File: src/rtl/host_port_decode.sv
module host_port_decode #(
  parameter int DW    = 16,
  parameter int STA_W = 4,
  parameter int AW    = 8
) (
  input  logic             clk,
  input  logic             rst_n,
  input  logic             bus_muxed,
  input  logic             cs_n,
  input  logic             strb_n,
  input  logic             rw_n,
  input  logic             ale,
  input  logic [AW-1:0]    addr_in,
  input  logic [DW-1:0]    wdata,
  output logic [DW-1:0]    rdata,
  output logic             xfer_ack,
  output logic [1:0]       bus_mode,
  input  logic [DW-1:0]    far_value,
  output logic             mem_req,
  output logic             mem_we,
  output logic             mem_conn,
  output logic [STA_W-1:0] mem_stream,
  output logic [AW-4:0]    mem_chan,
  output logic [DW-1:0]    mem_wdata,
  input  logic [DW-1:0]    mem_rdata,
  input  logic             drv_force,
  output logic             drv_en,
  output logic [DW-1:0]    ims_reg,
  output logic [DW-1:0]    ctrl_reg,
  output logic [DW-1:0]    foff_reg
);
  localparam int OW = AW - 1;
  localparam logic [OW-1:0] OFF_IMS  = OW'(0);
  localparam logic [OW-1:0] OFF_CTRL = OW'(1);
  localparam logic [OW-1:0] OFF_FAR  = OW'(2);
  localparam logic [OW-1:0] OFF_FOFF = OW'(3);

  logic          ale_q, act_q, mode2_q;
  logic [AW-1:0] addr_q, cur_addr;
  logic          strobe, act, start, wr, reg_hit, mem_hit;
  logic [DW-1:0] rd_val;

  assign cur_addr = bus_muxed ? addr_q : addr_in;
  assign bus_mode = bus_muxed ? (mode2_q ? 2'd2 : 2'd1) : 2'd0;
  assign wr       = !rw_n;

  always_comb begin
    if (!bus_muxed)   strobe = !strb_n;
    else if (mode2_q) strobe = !strb_n || !rw_n;
    else              strobe = strb_n;
  end

  assign act     = !cs_n && strobe;
  assign start   = act && !act_q;
  assign reg_hit = !cur_addr[AW-1];
  assign mem_hit = cur_addr[AW-1:AW-3] == 3'b100;

  assign mem_conn   = ctrl_reg[STA_W];
  assign mem_stream = ctrl_reg[STA_W-1:0];
  assign mem_chan   = cur_addr[AW-4:0];
  assign mem_wdata  = wdata;
  assign mem_req    = start && mem_hit;
  assign mem_we     = mem_req && wr && mem_conn;
  assign drv_en     = drv_force || ims_reg[0];

  always_comb begin
    rd_val = '0;
    if (reg_hit) begin
      case (cur_addr[OW-1:0])
        OFF_IMS:  rd_val = ims_reg;
        OFF_CTRL: rd_val = ctrl_reg;
        OFF_FAR:  rd_val = far_value;
        OFF_FOFF: rd_val = foff_reg;
        default:  rd_val = '0;
      endcase
    end else if (mem_hit) begin
      rd_val = mem_rdata;
    end
  end

  always_ff @(posedge clk or negedge rst_n) begin
    if (!rst_n) begin
      ale_q    <= 1'b0;
      act_q    <= 1'b0;
      mode2_q  <= 1'b0;
      addr_q   <= '0;
      xfer_ack <= 1'b0;
      rdata    <= '0;
      ims_reg  <= '0;
      ctrl_reg <= '0;
      foff_reg <= '0;
    end else begin
      ale_q    <= ale;
      act_q    <= act;
      xfer_ack <= act;
      if (bus_muxed && ale && !ale_q) begin
        addr_q  <= wdata[AW-1:0];
        mode2_q <= strb_n;
      end
      if (start) begin
        if (!wr) rdata <= rd_val;
        else if (reg_hit) begin
          case (cur_addr[OW-1:0])
            OFF_IMS:  ims_reg  <= wdata;
            OFF_CTRL: ctrl_reg <= wdata;
            OFF_FOFF: foff_reg <= wdata;
            default:  ;
          endcase
        end
      end
    end
  end
endmodule

File: config.mk
export PLATFORM = sky130hd
export DESIGN_NAME = host_port_decode
export DESIGN_NICKNAME = d
export VERILOG_FILES = /design/src/rtl/host_port_decode.sv
export SDC_FILE = /design/constraint.sdc
export NUM_CORES = 1
export LEC_CHECK = 0
export ABC_AREA = 1
export BUFFER_PORTS_ARGS = -buffer_cell sky130_fd_sc_hd__buf_2
export CORE_ASPECT_RATIO = 0.5
export CORE_MARGIN = 2
export CORE_UTILIZATION = 39
export DETAILED_ROUTE_END_ITERATION = 7
export PLACE_DENSITY = 0.76
export RECOVER_POWER = 100
export SETUP_SLACK_MARGIN = 0.1
export SYNTH_ARGS = -nofsm -noshare
export SYNTH_HDL_FRONTEND = slang
export SYNTH_SLANG_ARGS = --single-unit
File: constraint.sdc
create_clock -name clk -period 2.1 [get_ports clk]
set_clock_uncertainty 0.05 [all_clocks]
set_input_delay 0.315 -clock clk [delete_from_list [all_inputs] [get_ports clk]]
set_output_delay 0.315 -clock clk [all_outputs]
set_load 0.02 [all_outputs]
==> Word level (Yosys, flattened, before mapping) <==
Cells that the tools add are included.
{ "word_totals": {"elab_cells": 41, "regBits": 75} }
{ "op_classes": {"n_reduce_logical": 19, "eq_ne": 4, "mux": 8, "n_bitwise": 2} }
{ "ops": {"columns": ["cell", "count"], "rows": [
  ["one-hot mux 16 bit (4 select lines)", 1],
  ["two-way mux 16 bit", 2],
  ["== test 7 x 2 -> 1 bit, second input constant", 2],
  ["AND reduction 4 bit", 3],
  ["two-way mux 8 bit", 1],
  ["== test 7 x 1 -> 1 bit, second input constant", 1],
  ["logical AND 1 bit", 7],
  ["logical NOT 7 bit", 1],
  ["logical NOT 1 bit", 5],
  ["two-way mux 2 bit", 2],
  ["== test 3 bit, second input constant", 1],
  ["logical OR 1 bit", 2],
  ["two-way mux 1 bit", 2],
  ["NOT 1 bit", 2],
  ["AND reduction 2 bit", 1]
]} }

==> Logic depth before layout (Yosys ltp) <==
{ "logic_depth": {"word_depth": 9, "mapped_depth": 10} }

==> Worst setup path after synthesis <==
No wires, ideal clock.
{ "synth_timing": {"kind": "input to output", "start": "input port bus_muxed", "end": "output port mem_we", "required_ps": 1735, "arrival_time_ps": 1617, "path_stages": 7, "slack_ps": 118, "cell_sequence": "buf_4 o21ai_0 nand2_1 clkinv_1 buf_4 nand3_1 nor2_1"} }
{ "synth_between": {"elab_chain_len": 6, "word_cells_on_any_way": 8} }
{ "synth_rtl": {"columns": ["item", "line", "source"], "rows": [
  ["start: declaration", "8", "input logic bus_muxed,"],
  ["branches (longest 3 deep; another with two-way mux 8 bit)", null, null],
  ["logical AND 1 bit (*)", "62", "assign mem_req = start && mem_hit;"],
  ["logical AND 1 bit (*) (2 in series)", "63", "assign mem_we = mem_req && wr && mem_conn;"],
  ["end: declaration", "20", "output logic mem_we,"]
]} }
Every way passes the cells marked *.

==> Worst setup path in the final report <==
{ "layout_timing": {"start": "register mode2_q", "end": "output port mem_we"} }
{ "layout_between": {"elab_chain_len": 7} }
{ "layout_rtl": {"columns": ["item", "line", "source"], "rows": [
  ["start: declaration", "38", "logic ale_q, act_q, mode2_q;"],
  ["start signal: assignment", "98", "mode2_q <= strb_n;"],
  ["two-way mux 1 bit", "49", "else if (mode2_q) strobe = !strb_n || !rw_n;"],
  ["two-way mux 1 bit", "48", "if (!bus_muxed) strobe = !strb_n;"],
  ["logical AND 1 bit", "53", "assign act = !cs_n && strobe;"],
  ["via act", "40", "logic strobe, act, start, wr, reg_hit, mem_hit;"],
  ["logical AND 1 bit", "54", "assign start = act && !act_q;"],
  ["logical AND 1 bit", "62", null],
  ["logical AND 1 bit (2 in series)", "63", null]
]} }
The timed path passes the listed nets, and every way through them passes these cells.

==> impl_metrics.ini <==
[outcome]
status = completed

[routing]
drt_iter0_markers = 373
wirelength_um = 11900
vias = 3968
ant_nets = 0
route.detailed.drc = 0
dr.pass1.iters = 5
wl_per_cell_um = 14.7
viasPerCell = 4.91

[clock_tree]
cts_tree = done
clk_latency_ns = 0.34
numCtsBuffers = 9
cts.path.max_buffers = 2
path_clk_slew_ns = 0.06
cts_max_level = 3
cts_root_buffer = clkbuf_16
clock_sinks = 75

[synth]
synth_top_family_by_area = simple AND/OR/NAND/NOR gates
syn_nets = 586
netlist.area_leader.share = 0.466
synthTopCellsByArea = dfrtp_1 (47%), nand2_1 (13%), nand3_1 (8.3%)
yosys.area.top_type = dfrtp_1
netlist_instances = 522
synth_mux_area_frac = 0.00279
synth_xor_area_frac = 0
ys_ff_latch = 75
syn-cell-area_um2 = 4030
synth-simple-area-share = 0.243
ys_seq_area_frac = 0.466
yosysWarnings = 0
syn_avg_cell_area_um2 = 7.72
synth_cell_types = 26
synth-adder-area-share = 0
synth-compound-area-share = 0.138

[global_routing]
grt_pass1_vias = 3469
antenna_found_initial = 0
grt_overflow_total = 0
grt_pass1_wl_um = 18100
grt.total_usage = 0.210
grt_max_degree = 65

[placement]
io_buffers = 159
finalWeightedCongestion = 0.796
dpl_cell_area_um2 = 4840
dpl.hpwl_um = 8640
post-place-ws_ns = 0.0956
dp.cells = 789

[die]
die_h_um = 75.9
start_util = 0.398
core-area_um2 = 10100
dieArea_um2 = 11200
ios = 160
die_width_um = 148
rows = 26

[layout]
fin_area_um2 = 5000
drive_gt1_frac = 0.171
n_antenna_cell = 0
final_cells = 808
utilization = 0.494
area_growth_pct = 24.1
layout.nets = 727

[pwr]
p_total_mw = 4.08
leakage_nw = 2.63
p_clk_frac = 0.363
seqPwrFrac = 0.416
pwr-share-comb = 0.221
p_int_mw = 2.71
ir_drop_uv = 421
netSwitchingFraction = 0.334
power_density_nw_per_um2 = 815
p_sw_mw = 1.36

[timing]
fmax_mhz = 512
post-route-worst-setup-slack_ns = 0.148
slew-limit-headroom = 0.469
tightestPinTransition_ns = 0.797
period_needed_ns = 1.95
rsz0062_at_grt = true
setup_viol = 0
post-route-period-util = 0.930
drv_slew = 0
hold_violations = 0
whs_ns = 0.0496
fin_setup_tns_ns = 0

[hold_path]
hp-class = input port to flip-flop

[worst_setup_path]
cp_slowest_stage_delay_ns = 0.39
cp.arrival_ns = 1.59
startpoint_type = flip-flop
cp_num_buf_inv = 1
slowest_stage = dfrtp_1
crit_chain = nor2_1 -> or2_0 -> a21oi_4 -> nand3_2 -> nor2_1 -> buf_4
cp-end-kind = output port
crit_family = simple AND/OR/NAND/NOR gates
crit_required_ns = 1.74
crit_top_cell = nor2_1
crit_type = flip-flop to output port
crit_path_max_fanout = 4

[run]
drv_cap = 0
## power groups by stage
| stage | Sequential [mW] | Clock, mW | Combinational [mW] |
|---|---|---|---|
| floorplan | 1.86 | 0 | 0.449 |
| global placement | 1.71 | 0 | 0.928 |
| detailed placement | 1.72 | 0 | 0.939 |
| CTS | 1.69 | 1.48 | 0.947 |
| global route | 1.72 | 1.55 | 1.01 |
| finish | 1.69 | 1.48 | 0.903 |
## placed cells by master (no fill, tap or decap), types with 2 or more instances in the layout
cell type and instances:
nand3_1 66, inv_2 2, clkbuf_1 95, dfrtp_1 75, o21ai_0 56, o21ai_1 17, nor2_4 2, inv_6 2
nor2_2 2, buf_12 3, nand2_2 4, nand3_2 2, buf_2 63, clkbuf_16 9, clkinv_4 2, a21oi_4 2
nand2_1 137, nor2_1 5, and2_1 3, a21oi_1 32, buf_4 14, inv_1 65
## final cells by class
| cell class | count | area, µm² |
|---|---|---|
| clock buffers | 10 | 239 |
| clock inverters | 6 | 47.5 |
| fillers | 993 | 5120 |
| inverters | 67 | 251 |
| multi-input cells | 332 | 1550 |
| flip-flops and latches | 75 | 1880 |
| well taps | 140 | 175 |
| repair buffers | 178 | 860 |
## routing by layer
| layer | wire (µm) | GRT usage |
|---|---|---|
| met1 | 5540 | 0.301 |
| met4 | 129 | 0.0630 |
| met3 | 879 | 0.0575 |
| met5 | 0 | 0 |
| met2 | 5350 | 0.315 |
## synth_stat cells, drive strengths merged
master	number
nand2	141
dfrtp	75
o21ai	73
nand3	68
inv	66
buf	46
a21oi	34
nor2	9
and2	3
clkbuf	2
or2	2
clkinv	1
mux2	1
nand3b	1
## worst paths after layout
path	from	to	slack, ns	cells after the start
max in group asynchronous	rst_n	rdata[11]	0.74	3
min	ale	ale_q	0.05	1
min in group asynchronous	rst_n	ctrl_reg[2]	0.54	2
max	mode2_q	mem_we	0.15	6
max reg2reg	addr_q[5]	rdata[15]	0.15	7
min reg2reg	addr_q[6]	addr_q[6]	0.44	2
## timing repair
item / in CTS / in global routing
setup buffers: 0 / 1
setup endpoints to repair: 1 / 3
hold buffers: 1 / 0
gates cloned: 0 / 1
endpoints found under the hold margin: 28 / 0
pin swaps: 0 / 1
resized for setup: 1 / 3
## cell families after synthesis
family / count (synthesis)
AOI/OAI and AO/OA: 107
DFF: 75
buffers and inverters: 115
muxes: 1
and+or+nand+nor: 224
Power figures use the tool's default switching activity.
